--- src/rtl/aud_pkg.sv ---
`timescale 1ns/1ps
package aud_pkg;

    localparam int SAMPLE_W = 24;

    typedef logic [SAMPLE_W-1:0] sample_t;

    typedef enum logic [1:0] {
        FMT_I2S   = 2'b00,
        FMT_LEFT  = 2'b01,
        FMT_RIGHT = 2'b10,
        FMT_SPARE = 2'b11
    } fmt_e;

    typedef struct packed {
        logic bck32;
        logic mclk512;
        logic mclk_stop;
        fmt_e fmt;
    } port_cfg_t;

    typedef struct packed {
        sample_t left;
        sample_t right;
    } pair_t;

    localparam port_cfg_t CFG_RESET = '{bck32: 1'b0, mclk512: 1'b0,
                                        mclk_stop: 1'b0, fmt: FMT_I2S};

    // word-select level for a half frame
    function automatic logic lr_level(fmt_e f, logic right_half);
        return (f == FMT_LEFT || f == FMT_RIGHT) ? ~right_half : right_half;
    endfunction

    // value of one bit slot inside a half frame
    function automatic logic slot_bit(fmt_e f, logic bck32, sample_t word,
                                      logic [4:0] slot, logic carry);
        int half;
        int emit;
        int first;
        int pos;
        sample_t shifted;
        logic bit_v;
        half    = bck32 ? 16 : 32;
        emit    = (SAMPLE_W < half) ? SAMPLE_W : half;
        pos     = int'(slot);
        shifted = '0;
        bit_v   = 1'b0;
        case (f)
            FMT_LEFT:  first = 0;
            FMT_RIGHT: first = half - emit;
            default:   first = 1;
        endcase
        if (pos >= first && pos < first + emit) begin
            shifted = word << (pos - first);
            bit_v   = shifted[SAMPLE_W-1];
        end else if (first == 1 && pos == 0 && emit == half) begin
            bit_v = carry;
        end
        return bit_v;
    endfunction

endpackage

--- src/rtl/aud_timebase.sv ---
`timescale 1ns/1ps
module aud_timebase
    import aud_pkg::*;
#(
    parameter int CLK_PER_FS = 512,
    parameter int REQ_LEAD   = 32
) (
    input  logic                          clk_i,
    input  logic                          rst_i,
    input  port_cfg_t                     cfg_req_i,
    output logic [$clog2(CLK_PER_FS)-1:0] phase_o,
    output logic                          frame_end_o,
    output port_cfg_t                     cfg_act_o,
    output logic                          req_o
);
    localparam int CW = $clog2(CLK_PER_FS);
    localparam logic [CW-1:0] LAST   = CW'(CLK_PER_FS - 1);
    localparam logic [CW-1:0] REQ_AT = CW'(CLK_PER_FS - REQ_LEAD);

    logic [CW-1:0] phase_q;
    port_cfg_t     cfg_q;

    always_ff @(posedge clk_i) begin
        if (rst_i) begin
            phase_q <= '0;
            cfg_q   <= CFG_RESET;
        end else begin
            phase_q <= phase_q + CW'(1);
            if (phase_q == LAST) begin
                cfg_q <= cfg_req_i;
            end
        end
    end

    assign phase_o     = phase_q;
    assign frame_end_o = (phase_q == LAST);
    assign cfg_act_o   = cfg_q;
    assign req_o       = (phase_q == REQ_AT);

endmodule

--- src/rtl/aud_mclk_gen.sv ---
`timescale 1ns/1ps
module aud_mclk_gen
    import aud_pkg::*;
(
    input  logic      clk_i,
    input  logic      rst_i,
    input  port_cfg_t cfg_i,
    output logic      mclk_o
);
    logic half_q;

    always_ff @(posedge clk_i) begin
        if (rst_i) begin
            half_q <= 1'b0;
        end else begin
            half_q <= ~half_q;
        end
    end

    always_comb begin
        if (cfg_i.mclk_stop) begin
            mclk_o = 1'b0;
        end else if (cfg_i.mclk512) begin
            mclk_o = clk_i;
        end else begin
            mclk_o = half_q;
        end
    end

endmodule

--- src/rtl/aud_serializer.sv ---
`timescale 1ns/1ps
module aud_serializer
    import aud_pkg::*;
#(
    parameter int CLK_PER_FS = 512
) (
    input  logic                          clk_i,
    input  logic                          rst_i,
    input  logic [$clog2(CLK_PER_FS)-1:0] phase_i,
    input  logic                          frame_end_i,
    input  port_cfg_t                     cfg_i,
    input  pair_t                         pair_i,
    input  logic                          valid_i,
    output logic                          bclk_o,
    output logic                          lrclk_o,
    output logic                          sdata_o
);
    localparam int CW        = $clog2(CLK_PER_FS);
    localparam int SH        = $clog2(CLK_PER_FS / 64);
    localparam int SPILL_IDX = SAMPLE_W - 16;

    pair_t pend_q;
    pair_t cur_q;
    logic  spill_q;

    always_ff @(posedge clk_i) begin
        if (rst_i) begin
            pend_q  <= '0;
            cur_q   <= '0;
            spill_q <= 1'b0;
        end else begin
            if (valid_i) begin
                pend_q <= pair_i;
            end
            if (frame_end_i) begin
                cur_q   <= valid_i ? pair_i : pend_q;
                spill_q <= cur_q.right[SPILL_IDX];
            end
        end
    end

    logic       right_half;
    logic [4:0] slot;
    sample_t    word;
    logic       carry;

    always_comb begin
        right_half = phase_i[CW-1];
        slot       = cfg_i.bck32 ? {1'b0, phase_i[CW-2 -: 4]} : phase_i[CW-2 -: 5];
        bclk_o     = cfg_i.bck32 ? phase_i[SH] : phase_i[SH-1];
        lrclk_o    = lr_level(cfg_i.fmt, right_half);
        word       = right_half ? cur_q.right : cur_q.left;
        carry      = right_half ? cur_q.left[SPILL_IDX] : spill_q;
        sdata_o    = slot_bit(cfg_i.fmt, cfg_i.bck32, word, slot, carry);
    end

endmodule

--- src/rtl/aud_master_port.sv ---
`timescale 1ns/1ps
module aud_master_port
    import aud_pkg::*;
#(
    parameter int CLK_PER_FS = 512,
    parameter int REQ_LEAD   = 32
) (
    input  logic                clk_i,
    input  logic                rst_i,
    input  logic                cfg_bck32_i,
    input  logic                cfg_mclk512_i,
    input  logic                cfg_mclk_stop_i,
    input  logic [1:0]          cfg_fmt_i,
    input  logic [SAMPLE_W-1:0] smp_left_i,
    input  logic [SAMPLE_W-1:0] smp_right_i,
    input  logic                smp_valid_i,
    output logic                mclk_o,
    output logic                bclk_o,
    output logic                lrclk_o,
    output logic                sdata_o,
    output logic                smp_req_o
);
    localparam int CW = $clog2(CLK_PER_FS);

    port_cfg_t     cfg_req;
    port_cfg_t     cfg_act;
    pair_t         pair_in;
    logic [CW-1:0] phase;
    logic          frame_end;

    always_comb begin
        cfg_req.bck32     = cfg_bck32_i;
        cfg_req.mclk512   = cfg_mclk512_i;
        cfg_req.mclk_stop = cfg_mclk_stop_i;
        cfg_req.fmt       = fmt_e'(cfg_fmt_i);
        pair_in.left      = smp_left_i;
        pair_in.right     = smp_right_i;
    end

    aud_timebase #(
        .CLK_PER_FS(CLK_PER_FS),
        .REQ_LEAD  (REQ_LEAD)
    ) u_tb (
        .clk_i      (clk_i),
        .rst_i      (rst_i),
        .cfg_req_i  (cfg_req),
        .phase_o    (phase),
        .frame_end_o(frame_end),
        .cfg_act_o  (cfg_act),
        .req_o      (smp_req_o)
    );

    aud_mclk_gen u_mclk (
        .clk_i (clk_i),
        .rst_i (rst_i),
        .cfg_i (cfg_act),
        .mclk_o(mclk_o)
    );

    aud_serializer #(
        .CLK_PER_FS(CLK_PER_FS)
    ) u_ser (
        .clk_i      (clk_i),
        .rst_i      (rst_i),
        .phase_i    (phase),
        .frame_end_i(frame_end),
        .cfg_i      (cfg_act),
        .pair_i     (pair_in),
        .valid_i    (smp_valid_i),
        .bclk_o     (bclk_o),
        .lrclk_o    (lrclk_o),
        .sdata_o    (sdata_o)
    );

endmodule

--- config.mk ---
export PLATFORM = sky130hd
export DESIGN_NAME = aud_master_port
export DESIGN_NICKNAME = d
export VERILOG_FILES = /design/src/rtl/aud_pkg.sv /design/src/rtl/aud_timebase.sv /design/src/rtl/aud_mclk_gen.sv /design/src/rtl/aud_serializer.sv /design/src/rtl/aud_master_port.sv
export SDC_FILE = /design/constraint.sdc
export NUM_CORES = 1
export LEC_CHECK = 0
export BUFFER_PORTS_ARGS = -buffer_cell sky130_fd_sc_hd__buf_2
export CAP_MARGIN = 20
export CORE_MARGIN = 1
export CORE_UTILIZATION = 45
export CTS_CLUSTER_DIAMETER = 30
export DETAILED_ROUTE_END_ITERATION = 7
export PLACE_DENSITY = 0.67
export SYNTH_ARGS = -nofsm -noshare
export SYNTH_HDL_FRONTEND = slang
export SYNTH_SLANG_ARGS = --single-unit
--- constraint.sdc ---
create_clock -name clk_i -period 2.9 [get_ports clk_i]
set_clock_uncertainty 0.2 [all_clocks]
set_input_delay 0.435 -clock clk_i [delete_from_list [all_inputs] [get_ports clk_i]]
set_output_delay 0.435 -clock clk_i [all_outputs]
set_load 0.01 [all_outputs]
==> impl_metrics.ini <==
[grt]
grt.busiest_layer = met2
track_usage = 0.190
antenna_found_initial = 0
grt.overflow.total = 0
grt_pass1_wl_um = 16200
gr-usage-met1 = 0.257
gr-usage-met3 = 0.0535
grt_use_met2 = 0.283
grt_pass1_vias = 3367
grt_max_degree = 63

[synth]
synth_area_um2 = 4650
ys_top_cells_by_area = dfxtp_1, mux2i_1, nor2_1
synth_top_area_share = 0.482
ys_seq_elements = 112
syn_inst = 450
post_synth.cell_area_avg_um2 = 10.3
syn-num-nets = 518
yosysWarnings = 0
ys_seq_area_frac = 0.482
ys_types = 38
synth_top_area_cell = dfxtp_1

[worst_hold_path]
worstHoldPathType = in -> reg

[routing]
dr.pass1.iters = 4
drtIter0Drc = 170
avgViaCountPerCell = 5.20
dr_total_vias = 3450
ant_nets = 0
wl_per_cell_um = 14.4
drc = 0
wl_um = 9540

[outcome]
violations = negative setup slack
status = finished with violations

[worst_setup_path]
crit_required_ns = 2.27
cp_max_fo = 3
path_cells = inv_2, ha_4, ha_4, buf_12, buf_12, mux4_2, mux4_2, a2bb2oi_2, o21ai_2, buf_2
arrival_ns = 3.02
cpLargestDelayFamily = multiplexers
path_class = reg -> out
crit_slowest_cell = mux4_2
critPathCaptureType = primary output
start_kind = flip-flop
critPathBufInv = 4
cpPeakStageDelay_ns = 0.50

[place]
io_buffers = 60
placed_cells = 625
place_hpwl_um = 6310
gp_congestion = 0.812

[die]
die_w_um = 104
dieArea_um2 = 10700
ios = 61
initial_utilization = 0.469
fp.dieH_um = 104
core_area_um2 = 9910
row_count = 36

[sta]
rsz0062_at_grt = yes
worst_pin_slew_ns = 0.508
report.final.setup_viol = 1
period_share = 1.26
layout_min_cycle_time_ns = 3.65
maxSlewHeadroom = 0.661
fmax_ghz = 0.274
drv_slew = 0
hold_violations = 0
layout_setup_ws_ns = -0.753

[cells_and_area]
finalNonFillerCells = 663
area.growth.synth_to_final_pct = 23.5
antenna_cells = 0
num-nets-final = 593
drive_gt1_frac = 0.262
layout_commonest_cell = nor2_1
fin_util = 0.579
mostFrequentLayoutCells = nor2_1, dfxtp_1, buf_2

[run]
maxCapViolCount = 0

[cts]
cts_tree = done
clk-insertion-delay-late_ns = 0.49
clkTransAtPathRegs_ns = 0.11

[pwr]
power.leakage_uw = 0.00230
peakVddDrop_mv = 0.314
powerDensity_nw_per_um2 = 515
-- per-layer routing --
metal	vias up	wire length [um]
met2	78	4240
met1	1616	4710
met5	-	0
met3	19	422
met4	0	170
li1	1737	-
-- path summary, 6_finish.rpt --
kind | startpoint | to | slack (ns) | depth (start not counted)
worst max register to register | u_tb.phase_o[0] | u_ser.cur_q[6] | 0.50 | 8
worst min register to register | u_mclk.half_q | u_mclk.half_q | 0.23 | 1
worst min-delay path | smp_left_i[19] | u_ser.pend_q[43] | 0.003 | 3
worst max-delay path | u_tb.cfg_act_o[0] | sdata_o | -0.75 | 10
-- where the power goes --
part	switching (uW)	total (uW)	internal, uW	leakage, uW
Sequential	14.3	1590	1580	0.000914
Clock	558	1170	612	0.000150
Combinational	101	193	91.1	0.00123
-- Yosys cell counts --
library cell    n
and2_1          1
nor3b_1         1
xor2_1          3
ha_1           12
o31ai_1         1
o21ai_0         3
buf_6           1
a21oi_1         3
a211o_1         1
mux4_2          5
a2bb2oi_1       1
clkbuf_2        1
buf_4           1
nand2_1         6
mux2_2          3
nor2_1        113
or3_1           2
o21ai_1         1
mux2i_4         1
clkbuf_1       24
xnor2_2         1
nor2b_1         4
and3_1          2
mux2i_1        59
mux4_1          9
a221oi_1        1
nand3_1         5
nand3b_1        1
a311oi_1        1
a2111oi_0       1
nor3_1          1
or4b_1          1
inv_1           9
buf_1           4
buf_2           3
dfxtp_1       112
xnor2_1         4
a211oi_1       48
-- cells by family after synthesis --
kind of cell,Yosys count,synth area share
xor+xnor,8,0.0167
compound gates,61,0.0961
flops,112,0.482
mux,77,0.214
buf+inv,43,0.0382
fa+ha+maj,12,0.0323
simple gates,137,0.120
-- worst reg2reg max path: cells and delay by family (launching register included) --
kind / cells / cell delay [ns]
adder cells (fa/ha/maj): 2 / 0.61
AO/OA/AOI/OAI: 1 / 0.25
buffers and inverters: 1 / 0.28
flip-flops: 1 / 0.40
AND/OR/NAND/NOR: 4 / 0.59
-- area by class of cell --
cell class	instances	area, um^2
clock buffer	14	184
multi-input combinational	295	2330
inverter	9	33.8
clock inverter	6	98.8
tap	133	166
sequential	112	2240
timing repair buffer	94	678
fill	846	4170
-- repair_timing --
item,4_1_cts,5_1_grt
resized for setup,17,4
pin swaps,7,6
endpoints found under the setup margin,1,1
hold endpoints to repair,9,0
hold buffers,9,0
buffers inserted,9,1
-- stage by stage --
step	area, um^2	setup slack [ns]	hold WS, ns	total power, uW	TNS (ns)
3_3_place_gp	5170	-0.262	0.201	1810	-0.262
3_5_place_dp	5170	-0.319	0.211	1810	-0.319
6_report	5740	-0.753	0.00324	2960	-0.753
2_1_floorplan	4680	-0.00569	0.192	1740	-0.00569
5_1_grt	5740	-0.858	0.0121	3070	-0.858
4_1_cts	5710	-0.692	0.000390	2990	-0.692
-- flip-flops by register name (all words and copies together) (netlist names) --
name and cells:
u_tb.cfg_act_o 5, u_ser.cur_q 48, u_ser.spill_q 1, u_ser.pend_q 48, u_tb.phase_o 9, u_mclk.half_q 1
Note: power is estimated with default switching activity, not from simulation.
